==> config.mk <==
export PLATFORM = sky130hd
export DESIGN_NAME = host_irq_ctrl
export DESIGN_NICKNAME = d
export VERILOG_FILES = /design/src/rtl/host_irq_pkg.sv /design/src/rtl/hirq_ctl_reg.sv /design/src/rtl/hirq_arb.sv /design/src/rtl/hirq_req_reg.sv /design/src/rtl/host_irq_ctrl.sv
export SDC_FILE = /design/constraint.sdc
export NUM_CORES = 1
export LEC_CHECK = 0
export CAP_MARGIN = 20
export CELL_PAD_IN_SITES_DETAIL_PLACEMENT = 2
export CELL_PAD_IN_SITES_GLOBAL_PLACEMENT = 2
export CORE_MARGIN = 2
export CORE_UTILIZATION = 33
export CTS_BUF_LIST = sky130_fd_sc_hd__clkbuf_2 sky130_fd_sc_hd__clkbuf_4 sky130_fd_sc_hd__clkbuf_8
export DETAILED_ROUTE_END_ITERATION = 8
export PLACE_DENSITY_LB_ADDON = 0.1
export SLEW_MARGIN = 20
export SYNTH_ARGS = -nofsm -noshare
export SYNTH_HDL_FRONTEND = slang
export SYNTH_SLANG_ARGS = --single-unit
==> constraint.sdc <==
create_clock -name clk_i -period 3.1 [get_ports clk_i]
set_input_delay 0.62 -clock clk_i [delete_from_list [all_inputs] [get_ports clk_i]]
set_output_delay 0.62 -clock clk_i [all_outputs]
set_load 0.005 [all_outputs]
==> src/rtl/host_irq_pkg.sv <==
package host_irq_pkg;
  localparam int NUM_SRC  = 3;
  localparam int CTL_W    = 8;
  localparam int EN_LSB   = 0;
  localparam int FLAG_LSB = 3;
  localparam int FLAG_W   = 2;
  localparam int DMA_LSB  = 5;
  localparam int DMA_W    = 3;

  // index order is priority order: higher index wins
  localparam int IDX_RX  = 0;
  localparam int IDX_TX  = 1;
  localparam int IDX_CMD = 2;

  typedef enum logic [1:0] {
    SRC_NONE = 2'd0,
    SRC_RX   = 2'd1,
    SRC_TX   = 2'd2,
    SRC_CMD  = 2'd3
  } irq_src_e;
endpackage

==> src/rtl/hirq_ctl_reg.sv <==
module hirq_ctl_reg
  import host_irq_pkg::*;
#(
  parameter int VEC_W = 7
) (
  input  logic                clk_i,
  input  logic                rst_ni,
  input  logic                ctl_we_i,
  input  logic [CTL_W-1:0]    ctl_wdata_i,
  input  logic                vec_we_i,
  input  logic [VEC_W-1:0]    vec_wdata_i,
  output logic [CTL_W-1:0]    ctl_q_o,
  output logic [NUM_SRC-1:0]  en_o,
  output logic [DMA_W-1:0]    dma_mode_o,
  output logic                irq_mode_o,
  output logic [VEC_W-1:0]    cmd_vec_o,
  output logic [FLAG_W-1:0]   host_flag_o
);
  logic [CTL_W-1:0]  ctl_q;
  logic [VEC_W-1:0]  vec_q;
  logic [FLAG_W-1:0] flag_q;

  always_ff @(posedge clk_i or negedge rst_ni) begin
    if (!rst_ni) begin
      ctl_q <= '0;
    end else if (ctl_we_i) begin
      ctl_q <= ctl_wdata_i;
    end
  end

  always_ff @(posedge clk_i or negedge rst_ni) begin
    if (!rst_ni) begin
      vec_q <= '0;
    end else if (vec_we_i) begin
      vec_q <= vec_wdata_i;
    end
  end

  // host-side mirror lags the register by one cycle
  always_ff @(posedge clk_i or negedge rst_ni) begin
    if (!rst_ni) begin
      flag_q <= '0;
    end else begin
      flag_q <= ctl_q[FLAG_LSB +: FLAG_W];
    end
  end

  assign ctl_q_o     = ctl_q;
  assign en_o        = ctl_q[EN_LSB +: NUM_SRC];
  assign dma_mode_o  = ctl_q[DMA_LSB +: DMA_W];
  assign irq_mode_o  = (ctl_q[DMA_LSB +: DMA_W] == '0);
  assign cmd_vec_o   = vec_q;
  assign host_flag_o = flag_q;
endmodule

==> src/rtl/hirq_arb.sv <==
module hirq_arb
  import host_irq_pkg::*;
#(
  parameter int N     = NUM_SRC,
  localparam int IDX_W = (N > 1) ? $clog2(N) : 1
) (
  input  logic [N-1:0]     status_i,
  input  logic [N-1:0]     en_i,
  output logic [N-1:0]     gated_o,
  output logic             win_valid_o,
  output logic [IDX_W-1:0] win_idx_o
);
  for (genvar g = 0; g < N; g++) begin : g_gate
    assign gated_o[g] = status_i[g] & en_i[g];
  end

  // fixed priority, highest index first
  always_comb begin
    win_valid_o = 1'b0;
    win_idx_o   = '0;
    for (int i = 0; i < N; i++) begin
      if (gated_o[i]) begin
        win_valid_o = 1'b1;
        win_idx_o   = IDX_W'(i);
      end
    end
  end
endmodule

==> src/rtl/hirq_req_reg.sv <==
module hirq_req_reg
  import host_irq_pkg::*;
#(
  parameter int             VEC_W  = 7,
  parameter logic [VEC_W-1:0] RX_VEC = 7'h20,
  parameter logic [VEC_W-1:0] TX_VEC = 7'h22,
  localparam int            IDX_W  = $clog2(NUM_SRC)
) (
  input  logic               clk_i,
  input  logic               rst_ni,
  input  logic [NUM_SRC-1:0] gated_i,
  input  logic               win_valid_i,
  input  logic [IDX_W-1:0]   win_idx_i,
  input  logic [VEC_W-1:0]   cmd_vec_i,
  input  logic               ack_i,
  output logic               req_o,
  output irq_src_e           src_o,
  output logic [VEC_W-1:0]   vec_o
);
  logic [VEC_W-1:0] vec_tbl [NUM_SRC];
  logic             req_q;
  irq_src_e         src_q;
  logic [VEC_W-1:0] vec_q;
  logic             hold_ok;

  assign vec_tbl[IDX_RX]  = RX_VEC;
  assign vec_tbl[IDX_TX]  = TX_VEC;
  assign vec_tbl[IDX_CMD] = cmd_vec_i;

  // held source still enabled and pending
  always_comb begin
    hold_ok = 1'b0;
    for (int i = 0; i < NUM_SRC; i++) begin
      if (req_q && (src_q == irq_src_e'(i + 1))) hold_ok = gated_i[i];
    end
  end

  always_ff @(posedge clk_i or negedge rst_ni) begin
    if (!rst_ni) begin
      req_q <= 1'b0;
      src_q <= SRC_NONE;
      vec_q <= '0;
    end else if (ack_i) begin
      req_q <= 1'b0;
      src_q <= SRC_NONE;
    end else if (!hold_ok) begin
      req_q <= win_valid_i;
      if (win_valid_i) begin
        src_q <= irq_src_e'(win_idx_i + 1'b1);
        vec_q <= vec_tbl[win_idx_i];
      end else begin
        src_q <= SRC_NONE;
      end
    end
  end

  assign req_o = req_q;
  assign src_o = src_q;
  assign vec_o = vec_q;
endmodule

==> src/rtl/host_irq_ctrl.sv <==
module host_irq_ctrl
  import host_irq_pkg::*;
#(
  parameter int               VEC_W  = 7,
  parameter logic [VEC_W-1:0] RX_VEC = 7'h20,
  parameter logic [VEC_W-1:0] TX_VEC = 7'h22
) (
  input  logic             clk_i,
  input  logic             rst_ni,
  input  logic             ctl_we_i,
  input  logic [7:0]       ctl_wdata_i,
  input  logic             cmd_vec_we_i,
  input  logic [VEC_W-1:0] cmd_vec_wdata_i,
  input  logic             rx_full_i,
  input  logic             tx_empty_i,
  input  logic             cmd_pend_i,
  input  logic             irq_ack_i,
  output logic             irq_req_o,
  output logic [1:0]       irq_src_o,
  output logic [VEC_W-1:0] irq_vec_o,
  output logic [1:0]       host_flag_o,
  output logic [2:0]       dma_mode_o,
  output logic             host_irq_mode_o
);
  localparam int IDX_W = $clog2(NUM_SRC);

  logic [CTL_W-1:0]   ctl_q;
  logic [NUM_SRC-1:0] en;
  logic [NUM_SRC-1:0] status;
  logic [NUM_SRC-1:0] gated;
  logic               win_valid;
  logic [IDX_W-1:0]   win_idx;
  logic [VEC_W-1:0]   cmd_vec_q;
  irq_src_e           src;

  assign status[IDX_RX]  = rx_full_i;
  assign status[IDX_TX]  = tx_empty_i;
  assign status[IDX_CMD] = cmd_pend_i;

  hirq_ctl_reg #(.VEC_W(VEC_W)) i_ctl (
    .clk_i       (clk_i),
    .rst_ni      (rst_ni),
    .ctl_we_i    (ctl_we_i),
    .ctl_wdata_i (ctl_wdata_i),
    .vec_we_i    (cmd_vec_we_i),
    .vec_wdata_i (cmd_vec_wdata_i),
    .ctl_q_o     (ctl_q),
    .en_o        (en),
    .dma_mode_o  (dma_mode_o),
    .irq_mode_o  (host_irq_mode_o),
    .cmd_vec_o   (cmd_vec_q),
    .host_flag_o (host_flag_o)
  );

  hirq_arb #(.N(NUM_SRC)) i_arb (
    .status_i    (status),
    .en_i        (en),
    .gated_o     (gated),
    .win_valid_o (win_valid),
    .win_idx_o   (win_idx)
  );

  hirq_req_reg #(.VEC_W(VEC_W), .RX_VEC(RX_VEC), .TX_VEC(TX_VEC)) i_req (
    .clk_i       (clk_i),
    .rst_ni      (rst_ni),
    .gated_i     (gated),
    .win_valid_i (win_valid),
    .win_idx_i   (win_idx),
    .cmd_vec_i   (cmd_vec_q),
    .ack_i       (irq_ack_i),
    .req_o       (irq_req_o),
    .src_o       (src),
    .vec_o       (irq_vec_o)
  );

  assign irq_src_o = src;
endmodule

==> results.md <==
* Post-Route Setup TNS at 0 ns
* CTS Sinks at 27
* Initial Util at 0.349
* Number of global-route vias before repair at 921
* Sequential share of the synthesized area at 0.571
* Hold Crit Depth at 0
* Core ar. at 0.00339 mm2
* DRT antenna net count at 0
* # diodes at 0
* Clk_lat worst skew at 0.32 ns
* I/O Buffers at 38
* Main combinational cell family by area after synthesis: multiplexers
* Share of layout cells above drive strength 1 at 0.303
* Hold Vio Cnt, Final at 0
* CP Data Arrival Time at 1.48 ns
* Initial antenna violation count at 0
* Skew final at 0.00769 ns
* Wirelength per Cell at 16.5 um
* Mapped Avg Cell Area at 14.4 um2
* DP Wirelength at 2040 um
* Area of the multi-input gates at 462 um2
* EDFF count, synth at 0
* Maximum VDD drop at 0.000207 V
* Design area at 0.00162 mm2
* Worst slew pin tran at 0.432 ns
* Hold Buf Count CTS at 0
* CTS tree: done
* Die W at 63.9 um
* Synth Net Count at 105
* Synth cell types at 28
* Fin nets at 143
* Setup violators final at 0
* CP required at 2.48 ns
* Worst Setup End Kind: output pin
* CP startpoint: i_ctl.ctl_q_o[6]$_DFFE_PN0P_
* MaxCap Viol Count at 0
* Die area at 0.00408 mm2
* All-Layer GR Usage at 0.150
* Placed Area at 0.00159 mm2
* Post-CTS setup buffer count at 0
* Clock transition at path regs at 0.14 ns
* 1st-iter DRT viols at 41
* Startpoint types: register
* Sequential cell area at 676 um2
* Fraction of synthesized cell area in xor and xnor cells at 0
* Slew Limit Fails at 0
* RSZ-0062 raised after global routing: false
* Synth Flop Type: dfrtp_1
* Height of the die at 63.9 um
* Register bit total from synthesis at 27
* Synth Instances at 82
* Worst r2r path cells at 4
* Min-delay src: i_ctl.ctl_q_o[3]$_DFFE_PN0P_
* Setup CP Type: register to output pin
* Worst min path class: register to register
* Filler cell count at 330
* Synth Area in Compound Gates at 0.0709
* Crit path max fanout at 3
* Resize count post-CTS at 0
* Multiplexer area fraction after synthesis at 0.228
* First drt pass iteration count at 4
* Period utilization at 0.678
* Commonest non-fill, non-tap cells in the layout: 38 x clkdlybuf4s50_1, 27 x dfrtp_1, 15 x mux2_2
* Synth Area in Simple Gates at 0.0921
* Mapped cell area at 0.00118 mm2
* Worst slew margin at 0.712
* Fin util at 0.477
* Yosys warns at 0
* Clock Tree Buf Depth at 2
* Post-layout minimum cycle time at 2.10 ns
* Adder-cell share of the synthesized area at 0
* Pleak at 0.710 nW
* FP Rows at 21
* PnR Total Power at 0.000748 W
* Grt ovf at 0
* Placer Congestion at 0.682
* CTS root buf: clkbuf_4
* H-Tree Depth at 1
* # DRC at 0
* Most common cell after layout, fill and taps aside: clkdlybuf4s50_1
* Routed WL at 2720 um
* PwrDens at 463 mW/mm2
* Layout area overhead at 36.7%
* Via count of the routed design at 802
* Async SR Flop Fraction at 1.00
* Largest net degree at the start of global routing at 28
* Vias per cell at 4.86
* Status: completed
* Reg2Reg Launch Point: i_ctl.ctl_q_o[2]$_DFFE_PN0P_
* Total CTS buffers at 3
* Ports at 39
* Fmax at 0.475 GHz
* Global-route wire length before repair at 4700 um
logic make-up (layout without fill, tap and decap cells):
family,Yosys count,after routing
DFF,27,27
muxes,22,22
and+or+nand+nor,17,17
AOI/OAI and AO/OA,9,9
buffers and inverters,7,44
synth_stat cells, drive strengths merged, types with 2 or more instances:
master	instances	area share
clkbuf	2	0.0064
and3	6	0.037
nand2	4	0.019
a31oi	2	0.023
buf	4	0.029
dfrtp	27	0.57
mux2	21	0.22
metrics by stage:
stage               hold slack [ns]  worst slack [ns]  std cells
floorplan                     0.324              1.48         82
global placement              0.359             0.702        161
detailed placement            0.368             0.648        161
CTS                           0.401             0.978        165
global route                  0.413             0.891        165
finish                        0.391             0.997        165
metal layers:
layer | global-route usage | part of all wire | wire (um)
met3 | 0.0352 | 0.054 | 148
met5 | 0 | 0 | 0
met1 | 0.187 | 0.43 | 1180
met2 | 0.246 | 0.50 | 1350
met4 | 0.0652 | 0.014 | 39
path summary, 6_finish.rpt:
check / to / slack, ns
hold / removal: i_ctl.host_flag_o[0]$_DFF_PN0_ / 0.39
max in group asynchronous: i_ctl.cmd_vec_o[1]$_DFFE_PN0P_ / 2.18
setup reg to reg: i_req.vec_o[2]$_DFFE_PN0P_ / 1.40
min in group asynchronous: i_req.vec_o[0]$_DFFE_PN0P_ / 0.66
setup / recovery: host_irq_mode_o / 1.0
hold reg to reg: i_ctl.host_flag_o[0]$_DFF_PN0_ / 0.39
where the power goes:
part	internal (W)	switching [W]
combinational	0.000115	0.0000551
clock	0.0000590	0.0000988
sequential	0.000391	0.0000295
total	0.000565	0.000183
flip-flops by register name, summed over array words and instances (netlist names):
| register | flops |
|---|---|
| i_req.vec_o | 7 |
| i_req.src_o | 2 |
| i_req.req_o | 1 |
| i_ctl.host_flag_o | 2 |
| i_ctl.cmd_vec_o | 7 |
| i_ctl.ctl_q_o | 8 |
worst max-delay path: stages, from the launching register on:
cell and delay, ns:
dfrtp_1 0.43, nor3_1 0.20, clkdlybuf4s50_1 0.53
area by class of cell:
class | count | area share
repair buffers | 39 | 0.240
well taps | 46 | 0.0356
inverters | 1 | 0.00232
multi-input cells | 48 | 0.286
flip-flops and latches | 27 | 0.418
clock buffers | 4 | 0.0186
(Power assumes the default switching activity.)
